**src/rtl/sport_pkg.sv**
```systemverilog
package sport_pkg;
  localparam int DW = 8;            // data bits per frame
  localparam int FW = DW + 3;       // start + data + ninth + stop

  // control byte bit positions
  localparam int CB_MODE_HI = 7;
  localparam int CB_MODE_LO = 6;
  localparam int CB_FILT    = 5;
  localparam int CB_REN     = 4;
  localparam int CB_TXB9    = 3;
  localparam int CB_RXB9    = 2;
  localparam int CB_TI      = 1;
  localparam int CB_RI      = 0;

  typedef enum logic [1:0] {
    MODE_SHIFT = 2'b00,
    MODE_8BIT  = 2'b01,
    MODE_9A    = 2'b10,
    MODE_9B    = 2'b11
  } sport_mode_e;

  function automatic logic mode_nine(input logic [1:0] m);
    return m[1];
  endfunction

  // frame bits in send order, index 0 first
  function automatic logic [FW-1:0] tx_frame(input logic [DW-1:0] d,
                                             input logic nine, input logic b9);
    return {1'b1, (nine ? b9 : 1'b1), d, 1'b0};
  endfunction

  function automatic logic vote3(input logic a, input logic b, input logic c);
    return (a & b) | (a & c) | (b & c);
  endfunction

  // b9: ninth bit in 9-bit modes, stop bit in 8-bit mode
  function automatic logic rx_accept(input logic [1:0] m, input logic filt,
                                     input logic b9);
    if (m == MODE_SHIFT) return 1'b1;
    return !filt || b9;
  endfunction
endpackage

```
**src/rtl/sport_tx.sv**
```systemverilog
module sport_tx
  import sport_pkg::*;
(
  input  logic          clk,
  input  logic          rst_n,
  input  logic          tick,
  input  logic          load,
  input  logic [DW-1:0] ld_data,
  input  logic          ld_nine,
  input  logic          ld_b9,
  output logic          txd,
  output logic          busy,
  output logic          start_ev,
  output logic          done_ev
);
  localparam int PW = $clog2(FW);
  localparam logic [PW-1:0] LAST9 = PW'(FW - 1);
  localparam logic [PW-1:0] LAST8 = PW'(FW - 2);

  logic [FW-1:0] frame_q;
  logic [PW-1:0] pos_q, last_q, nxt;
  logic          pend_q, send_q, txd_q;

  assign nxt      = pos_q + 1'b1;
  assign start_ev = tick && pend_q && !send_q;
  assign done_ev  = tick && send_q && (pos_q == last_q);
  assign busy     = pend_q | send_q;
  assign txd      = txd_q;

  always_ff @(posedge clk) begin
    if (!rst_n) begin
      frame_q <= '1;
      pos_q   <= '0;
      last_q  <= LAST8;
      pend_q  <= 1'b0;
      send_q  <= 1'b0;
      txd_q   <= 1'b1;
    end else begin
      // a write is taken only when nothing is queued or in flight
      if (load && !pend_q && !send_q) begin
        frame_q <= tx_frame(ld_data, ld_nine, ld_b9);
        last_q  <= ld_nine ? LAST9 : LAST8;
        pend_q  <= 1'b1;
      end
      if (start_ev) begin
        send_q <= 1'b1;
        pend_q <= 1'b0;
        pos_q  <= '0;
        txd_q  <= frame_q[0];
      end else if (tick && send_q) begin
        if (pos_q == last_q) begin
          send_q <= 1'b0;
          txd_q  <= 1'b1;
        end else begin
          pos_q <= nxt;
          txd_q <= frame_q[nxt];
        end
      end
    end
  end
endmodule

```
**src/rtl/sport_rx.sv**
```systemverilog
module sport_rx
  import sport_pkg::*;
#(
  parameter int OSR = 16
) (
  input  logic          clk,
  input  logic          rst_n,
  input  logic          tick16,
  input  logic          en,
  input  logic          nine,
  input  logic          rxd_raw,
  output logic          done_ev,
  output logic          false_ev,
  output logic [DW-1:0] data,
  output logic          b9,
  output logic          busy
);
  localparam int CW  = $clog2(OSR);
  localparam int PW  = $clog2(FW);
  localparam int MID = OSR / 2;
  localparam logic [CW-1:0] S_A   = CW'(MID - 1);
  localparam logic [CW-1:0] S_B   = CW'(MID);
  localparam logic [CW-1:0] S_C   = CW'(MID + 1);
  localparam logic [CW-1:0] S_END = CW'(OSR - 1);
  localparam logic [PW-1:0] LAST9 = PW'(FW - 1);
  localparam logic [PW-1:0] LAST8 = PW'(FW - 2);

  logic          s1_q, s2_q, lvl_q, busy_q;
  logic [CW-1:0] smp_q;
  logic [PW-1:0] pos_q, last;
  logic [1:0]    v_q;
  logic [DW:0]   sh_q;           // data bits plus ninth bit
  logic          vote, mid_ev;

  assign last     = nine ? LAST9 : LAST8;
  assign vote     = vote3(v_q[1], v_q[0], s2_q);
  assign mid_ev   = en && tick16 && busy_q && (smp_q == S_C);
  assign false_ev = mid_ev && (pos_q == '0) && vote;
  assign done_ev  = mid_ev && (pos_q == last);
  assign data     = sh_q[DW-1:0];
  assign b9       = nine ? sh_q[DW] : vote;
  assign busy     = busy_q;

  always_ff @(posedge clk) begin
    if (!rst_n) begin
      s1_q   <= 1'b1;
      s2_q   <= 1'b1;
      lvl_q  <= 1'b1;
      busy_q <= 1'b0;
      smp_q  <= '0;
      pos_q  <= '0;
      v_q    <= '0;
      sh_q   <= '0;
    end else begin
      s1_q <= rxd_raw;
      s2_q <= s1_q;
      if (tick16) lvl_q <= s2_q;
      if (!en) begin
        busy_q <= 1'b0;                      // abort or stay idle
      end else if (tick16) begin
        if (!busy_q) begin
          if (lvl_q && !s2_q) begin          // falling edge: sample 0 of start
            busy_q <= 1'b1;
            smp_q  <= '0;
            pos_q  <= '0;
          end
        end else begin
          smp_q <= smp_q + 1'b1;
          if (smp_q == S_A) v_q[1] <= s2_q;
          if (smp_q == S_B) v_q[0] <= s2_q;
          if (smp_q == S_C) begin
            if (false_ev || done_ev) busy_q <= 1'b0;
            else if (pos_q != '0) sh_q[pos_q - 1'b1] <= vote;
          end
          if (smp_q == S_END) begin
            smp_q <= '0;
            pos_q <= pos_q + 1'b1;
          end
        end
      end
    end
  end
endmodule

```
**src/rtl/sport_core.sv**
```systemverilog
module sport_core
  import sport_pkg::*;
#(
  parameter int OSR = 16
) (
  input  logic          clk,
  input  logic          rst_n,
  input  logic          rx_tick16,
  input  logic          tx_tick,
  input  logic          rxd,
  output logic          txd,
  input  logic          reg_sel,
  input  logic          reg_wr,
  input  logic [DW-1:0] reg_wdata,
  output logic [DW-1:0] reg_rdata,
  output logic          irq
);
  logic [7:0]    ctrl_q;
  logic [DW-1:0] hold_q;
  logic [1:0]    mode;
  logic          nine, filt, ren, wr_ctrl, wr_data;
  logic          tx_start, tx_done, tx_busy;
  logic          rx_done, rx_false, rx_busy, rx_b9, rx_keep, rx_drop;
  logic [DW-1:0] rx_data;

  assign mode    = ctrl_q[CB_MODE_HI:CB_MODE_LO];
  assign nine    = mode_nine(mode);
  assign filt    = ctrl_q[CB_FILT];
  assign ren     = ctrl_q[CB_REN];
  assign wr_ctrl = reg_wr && reg_sel;
  assign wr_data = reg_wr && !reg_sel;
  assign rx_keep = rx_done && rx_accept(mode, filt, rx_b9);
  assign rx_drop = rx_done && !rx_keep;

  sport_tx u_tx (
    .clk(clk), .rst_n(rst_n), .tick(tx_tick), .load(wr_data),
    .ld_data(reg_wdata), .ld_nine(nine), .ld_b9(ctrl_q[CB_TXB9]),
    .txd(txd), .busy(tx_busy), .start_ev(tx_start), .done_ev(tx_done)
  );

  sport_rx #(.OSR(OSR)) u_rx (
    .clk(clk), .rst_n(rst_n), .tick16(rx_tick16), .en(ren), .nine(nine),
    .rxd_raw(rxd), .done_ev(rx_done), .false_ev(rx_false), .data(rx_data),
    .b9(rx_b9), .busy(rx_busy)
  );

  // later assignments win: a hardware flag set overrides a same-cycle write
  always_ff @(posedge clk) begin
    if (!rst_n) begin
      ctrl_q <= '0;
      hold_q <= '0;
    end else begin
      if (wr_ctrl) ctrl_q <= reg_wdata;
      if (rx_keep) begin
        hold_q        <= rx_data;
        ctrl_q[CB_RI] <= 1'b1;
        if (mode != MODE_SHIFT) ctrl_q[CB_RXB9] <= rx_b9;
      end
      if (tx_done) ctrl_q[CB_TI] <= 1'b1;
    end
  end

  assign reg_rdata = reg_sel ? ctrl_q : hold_q;
  assign irq       = ctrl_q[CB_TI] | ctrl_q[CB_RI];
endmodule

```
**config.mk**
```make
export PLATFORM = sky130hd
export DESIGN_NAME = sport_core
export DESIGN_NICKNAME = d
export VERILOG_FILES = /design/src/rtl/sport_pkg.sv /design/src/rtl/sport_tx.sv /design/src/rtl/sport_rx.sv /design/src/rtl/sport_core.sv
export SDC_FILE = /design/constraint.sdc
export NUM_CORES = 1
export LEC_CHECK = 0
export BUFFER_PORTS_ARGS = -buffer_cell sky130_fd_sc_hd__buf_2
export CAP_MARGIN = 20
export CORE_UTILIZATION = 50
export DETAILED_ROUTE_END_ITERATION = 10
export PLACE_DENSITY = 0.68
export SLEW_MARGIN = 20
export SYNTH_ARGS = -nofsm -noshare
export SYNTH_HDL_FRONTEND = slang
export SYNTH_SLANG_ARGS = --single-unit
```
**constraint.sdc**
```tcl
create_clock -name clk -period 2.1 [get_ports clk]
set_clock_uncertainty 0.2 [all_clocks]
set_input_delay 0.42 -clock clk [delete_from_list [all_inputs] [get_ports clk]]
set_output_delay 0.42 -clock clk [all_outputs]
set_load 0.01 [all_outputs]
```
Yosys cells after proc, flatten, opt, wreduce, memory -nomap -nowiden
Cells that the tools add are included.
{"block": "totals", "regBits": 60, "latch_bits": 0, "ram_bits": 0, "romBits": 0, "input_bits": 15, "word_cells": 117, "mem_count": 0}
{"block": "classes", "add_sub_neg": 4, "multipliers": 0, "n_div": 0, "n_lt_le_gt_ge": 3, "n_eq_ne": 7, "n_shift": 0, "n_mux": 32, "bitwise": 9, "reduce_logical": 42}
{"op": "two-way mux 1 bit", "count": 21}
{"op": "two-way mux 4 bit", "count": 5}
{"op": "logical AND 1 bit", "count": 17}
{"op": "adder 4 x 1 -> 4 bit, second input constant", "count": 3}
{"op": "== test 4 bit, second input constant", "count": 3}
{"op": "AND reduction 4 bit", "count": 3}
{"op": "nonzero test 2 bit", "count": 6}
{"op": "less-than comparator 4 x 5 -> 1 bit, second input constant", "count": 2}
{"op": "bitwise mux 9 bit", "count": 1}
{"op": "== test 4 bit", "count": 2}
{"op": "two-way mux 8 bit", "count": 1}
{"op": "AND reduction 2 bit", "count": 3}
{"op": "AND reduction 6 bit", "count": 1}
{"op": "zero test 1 bit", "count": 5}
{"op": "binary-select mux 1 bit (select 4 bit)", "count": 1}
{"op": "demux 1 bit (select 4 bit)", "count": 1}
{"op": "== test 4 x 3 -> 1 bit, second input constant", "count": 1}
{"op": "greater-or-equal comparator 4 x 1 -> 1 bit, second input constant", "count": 1}
{"op": "zero test 4 bit", "count": 1}
{"op": "nonzero test 4 bit", "count": 1}
{"op": "subtractor 4 x 1 -> 4 bit, second input constant", "count": 1}
{"op": "AND 1 bit", "count": 3}
{"op": "two-way mux 3 bit", "count": 1}
{"op": "inverter 1 bit", "count": 3}
{"op": "7 further kinds", "count": 10}

Depth between registers and ports, before layout
{"block": "logic_depth", "depth_word": 9, "depth_mapped": 8}

Cells and area by module
Synthesis repeated with hierarchy kept, for this count alone.
{"block": "hier_totals", "hier_cells": 343, "hier_area_um2": 3011.6}
{"module": "sport_rx", "instances": 1, "cells_per_inst": 158, "area_per_inst_um2": 1387.6, "seq_area_each_um2": 460.4}
{"module": "sport_tx", "instances": 1, "cells_per_inst": 101, "area_per_inst_um2": 845.8, "seq_area_each_um2": 380.4}
{"module": "sport_core", "instances": 1, "cells_per_inst": 84, "area_per_inst_um2": 778.2, "seq_area_each_um2": 320.3}

Worst setup path after synthesis
No wires, ideal clock.
{"block": "synth_timing", "path_kind": "register -> register", "startpoint": "register u_rx.pos_q[0]", "endpoint": "register ctrl_q[2]", "setup_ps": 103, "arrival_ps": 1641, "required_time_ps": 1797, "path_slack_ps": 156, "stages_incl_launch_ff": 7, "path_cell_list": "dfxtp_1 buf_2 nor3b_2 o21ai_1 or3_4 o21a_1 a2111oi_2"}
{"block": "synth_via", "elab_chain_cells": 4}
{"element": "from (decl)", "line_no": "sport_rx.sv:30", "text": "logic [PW-1:0] pos_q, last;"}
{"element": "from (signal assigned)", "line_no": "sport_rx.sv:77", "text": "pos_q <= pos_q + 1'b1;"}
{"element": "== test 4 bit", "line_no": "sport_rx.sv:39", "text": "assign done_ev = mid_ev && (pos_q == last);"}
{"element": "logical AND 1 bit", "line_no": "sport_rx.sv:39"}
{"element": "logical AND 1 bit", "line_no": "sport_core.sv:32", "text": "assign rx_keep = rx_done && rx_accept(mode, filt, rx_b9);"}
{"element": "two-way mux 1 bit", "line_no": "sport_core.sv:54", "text": "if (rx_keep) begin"}
{"element": "to (signal assigned)", "line_no": "sport_core.sv:53", "text": "if (wr_ctrl) ctrl_q <= reg_wdata;"}
{"element": "to (signal, indexed assignment)", "line_no": "sport_core.sv:57", "text": "if (mode != MODE_SHIFT) ctrl_q[CB_RXB9] <= rx_b9;"}
{"element": "to (decl)", "line_no": "sport_core.sv:18", "text": "logic [7:0] ctrl_q;"}
Every way passes these cells.
A chain may end at the register's enable or synchronous reset.

Worst setup path after layout
{"block": "layout_timing", "startpoint": "register u_tx.pos_q[1]", "endpoint": "register u_tx.txd_q (netlist: u_tx.txd)"}
{"block": "layout_via", "elab_chain_cells": 6}
{"element": "from (decl)", "line_no": "sport_tx.sv:21", "text": "logic [PW-1:0] pos_q, last_q, nxt;"}
{"element": "from (signal assigned)", "line_no": "sport_tx.sv:55", "text": "pos_q <= nxt;"}
{"element": "adder 4 x 1 -> 4 bit", "line_no": "sport_tx.sv:24", "text": "assign nxt = pos_q + 1'b1;"}
{"element": "net u_tx.nxt[1]", "line_no": "sport_tx.sv:21"}
{"element": "binary-select mux 1 bit (select 4 bit)", "line_no": "sport_tx.sv:56", "text": "txd_q <= frame_q[nxt];"}
{"element": "two-way mux 1 bit (not written as such)", "line_no": "sport_tx.sv:56"}
{"element": "two-way mux 1 bit", "line_no": "sport_tx.sv:51", "text": "if (pos_q == last_q) begin"}
{"element": "two-way mux 1 bit", "line_no": "sport_tx.sv:50", "text": "end else if (tick && send_q) begin"}
{"element": "two-way mux 1 bit", "line_no": "sport_tx.sv:45", "text": "if (start_ev) begin"}
{"element": "to (signal assigned)", "line_no": "sport_tx.sv:49", "text": "txd_q <= frame_q[0];"}
{"element": "to (signal assigned)", "line_no": "sport_tx.sv:56"}
{"element": "to (decl)", "line_no": "sport_tx.sv:22", "text": "logic pend_q, send_q, txd_q;"}
The timed path passes the listed nets, and every way through them passes these cells. The select of a mux whose other input is x is not followed.

==> metrics.csv <==
stage,metric,value,unit
status,outcome,completed,
detailed_routing,routed vias,2381,
yosys,Synth Instances,335,
floorplan,die height,77.6,microns
placement,placed cell area,3160,sq um
cells_and_area,post-route design area,3380,sq um
detailed_routing,Final ANT Viol Nets,0,
cts,worst skew pair latency,0.35,ns
yosys,Synth top area share,40.7,%
grt,GR met2 Demand/Resource,37.7,%
power_and_ir_drop,Leakage Power,1.39,nW
setup_path,Critical Path RT,2.12,ns
setup_path,Worst Setup End Kind,flip-flop,
cts,Post-CTS Setup Bufs,0,
grt,first-pass GRT wire length,10.4,mm
floorplan,FP Rows,27,
yosys,register bit total from synthesis,58,
placement,RD Place Congestion,0.827,
yosys,sequential area share after synthesis,40.7,%
detailed_routing,DR iter-0 viols,79,
cells_and_area,nets@finish,401,
detailed_routing,WL/cell,13.7,microns
grt,GRT overflow,0,
placement,Final HPWL DP,4.61,mm
setup_path,FF-to-FF setup slack,0.13,ns
worst_hold_path,Hold WC Path Type,in2reg,
cts,cts hold-fix bufs,0,
timing,slew margin rel.,60.2,%
timing,Max Clk Rate,509,MHz
setup_path,Worst setup SP type,flip-flop,
floorplan,# IOs,25,
cts,H-tree depth,3,
cells_and_area,multi-input logic area,1600,sq um
cts,"CTS clk-pin slew, worst paths",0.07,ns
power_and_ir_drop,Power Total,0.00238,W
timing,setup repair after global routing missed its margin,no,
cts,Sink Count,58,
grt,vias in the first global route,2269,
yosys,"Warnings, synthesis",0,
cells_and_area,sequential cell area,1160,sq um
yosys,mean post-synth cell area,8.52,sq um
floorplan,Die Wd,77.6,microns
cts,CTS max path bufs,2,
yosys,top_reg_cell synth,dfxtp_1,
yosys,mapped cell area,2850,sq um
timing,worst slew pin tran,0.591,ns
cts,TritonCTS clock tree,yes,
grt,GRT Total Usage,22.4,%
cells_and_area,Layout fillers,492,
cells_and_area,Non-Filler Instances,452,
timing,fin crit share,93.6,%
grt,GR Util met3,7.53,%
yosys,most numerous cell in the Yosys netlist,nand2_1,
detailed_routing,DRT Pass-1 Iters,4,
cells_and_area,Synth-to-Final Area Change,18.6,%
detailed_routing,DRC viols,0,
setup_path,RR Startpoint,u_tx.pos_q[1],
timing,Hold Fails Final Rpt,0,
setup_path,crit path kind,reg2reg,
yosys,Post-synth top cells,"nand2_1, dfxtp_1, mux2i_1, nor2_1, a21oi_1",
setup_path,Worst R2R Path Depth,5,
setup_path,worst r2r dst,u_tx.txd,
floorplan,die area,6010,sq um
grt,largest net degree at the start of global routing,14,
timing,Final setup viols,0,
cells_and_area,final core utilization,61.5,%
timing,minimum clock period after layout,1.97,ns
power_and_ir_drop,Peak VDD IR,384,uV
cells_and_area,layout cell share with drive strength beyond 1,21.6,%
yosys,post-synth net total,360,
yosys,post-synth top area cell,dfxtp_1,
power_and_ir_drop,pwr dens,704,nW/um^2
grt,initial antenna violation count,0,
timing,final setup TNS,0,ns
detailed_routing,Avg Vias per Cell,5.27,
worst_hold_path,Cells on Worst Hold Path,2,
setup_path,CP Max Fanout,5,
floorplan,Starting Density,51.8,%
yosys,synth top area cells,"dfxtp_1, nand2_1, mux2i_1, ha_1, a21oi_1",
yosys,Post-synth EDFFs,0,
cts,Post-CTS Resized,0,
placement,dpl cells,437,
worst_hold_path,Hold Crit Start,rxd,
cts,CTS Buf Count,9,
yosys,fraction of registers with async set/reset,0,%
yosys,Netlist cell types,50,
floorplan,Core Area,5510,sq um
detailed_routing,detailed-route wire length,6.19,mm
cells_and_area,Ant. Diodes,0,
flow_run,max-cap viol count,0,
timing,"Slew Viols, Final",0,
grt,GR peak layer,met2,
grt,met1 usage,25.9,%
placement,Port Buffer Count,24,
setup_path,CP arrival,1.98,ns
worst_hold_path,Worst Hold Endpoint,u_rx.s1_q,
cts,Root Buffer,clkbuf_8,
## per-stage QoR
step | hold WS [ns] | setup WS [ns]
after floorplan | 0.186 | 0.156
after global placement | 0.188 | 0.0940
after detailed placement | 0.203 | 0.0381
after CTS | 0.0570 | 0.0349
after global routing | 0.0651 | 0.00628
final | 0.0680 | 0.135
## flip-flops by register name, summed over array words and instances (netlist names), 4 cells and up
register and cells:
ctrl_q 8, u_rx.pos_q 4, u_tx.frame_q 10, u_rx.smp_q 4
u_tx.pos_q 4, hold_q 8, u_rx.sh_q 9
## area by class of cell
| cell class | instances | share of cell area, % |
|---|---|---|
| Clock buffer | 13 | 4.99 |
| Timing Repair Buffer | 47 | 8.65 |
| Clock inverter | 2 | 1.04 |
| Tap cell | 72 | 2.66 |
| Inverter | 8 | 0.887 |
| Sequential cell | 58 | 34.4 |
| Multi-Input combinational cell | 252 | 47.4 |
## where the power goes
part / switching (W) / internal (W) / total (W)
sequential: 0.0000199 / 0.00113 / 0.00115
clock: 0.000431 / 0.000637 / 0.00107
combinational: 0.0000929 / 0.0000727 / 0.000166
## how the worst max path moves through the flow
| stage | slack [ns] | start | cells after the start | end |
|---|---|---|---|---|
| floorplan | 0.16 | u_rx.pos_q[0] | 6 | ctrl_q[2] |
| global placement | 0.09 | rx_tick16 | 6 | ctrl_q[2] |
| detailed placement | 0.04 | rx_tick16 | 6 | ctrl_q[2] |
| CTS | 0.03 | u_rx.pos_q[1] | 6 | u_rx.sh_q[8] |
| global route | 0.006 | u_rx.pos_q[0] | 7 | u_rx.sh_q[3] |
| finish | 0.13 | u_tx.pos_q[1] | 5 | u_tx.txd |
## cells by family (layout without fill, tap and decap cells)
family | count (synthesis) | in the layout | share of synthesized area (%)
AO/OA/AOI/OAI | 41 | 41 | 9.08
multiplexers | 33 | 33 | 12.8
flip-flops | 58 | 58 | 40.7
buffers and inverters | 25 | 70 | 3.64
AND/OR/NAND/NOR | 159 | 159 | 26.6
XOR/XNOR | 8 | 8 | 2.45
adder cells (fa/ha/maj) | 11 | 11 | 4.73
## layer usage
metal / part of all wire (%) / vias up
li1: - / 1224
met3: 3.8 / 12
met2: 49 / 36
met4: 2.0 / 0
met1: 45 / 1109
met5: 0 / -
## critical path, cell delays in order, from the launching register on
cell      delay [ns]
dfxtp_1         0.35
ha_2            0.39
mux4_2          0.51
mux2i_1         0.13
and3_1          0.16
o311ai_1        0.09
## placed cells by master (no fill, tap or decap), types with 3 or more instances in the layout
master    synthesis  layout
nor4_1            4       4
a21oi_1          18      18
dfxtp_1          58      56
buf_4             2      23
and2_1            6       6
nand2b_1          3       3
nand2_1          76      76
nor2_1           23      23
inv_1             7       7
nor3_1            9       9
buf_2             1      24
nor2b_1           4       4
nand3_1          17      17
and3_1            3       3
clkbuf_8          0      12
o31a_1            3       3
xnor2_1           4       4
xor2_1            4       4
mux2i_1          23      23
o21ai_0           6       6
mux2_2            8       8
ha_1             10       9
No activity file was read; power rests on OpenSTA's default activity.
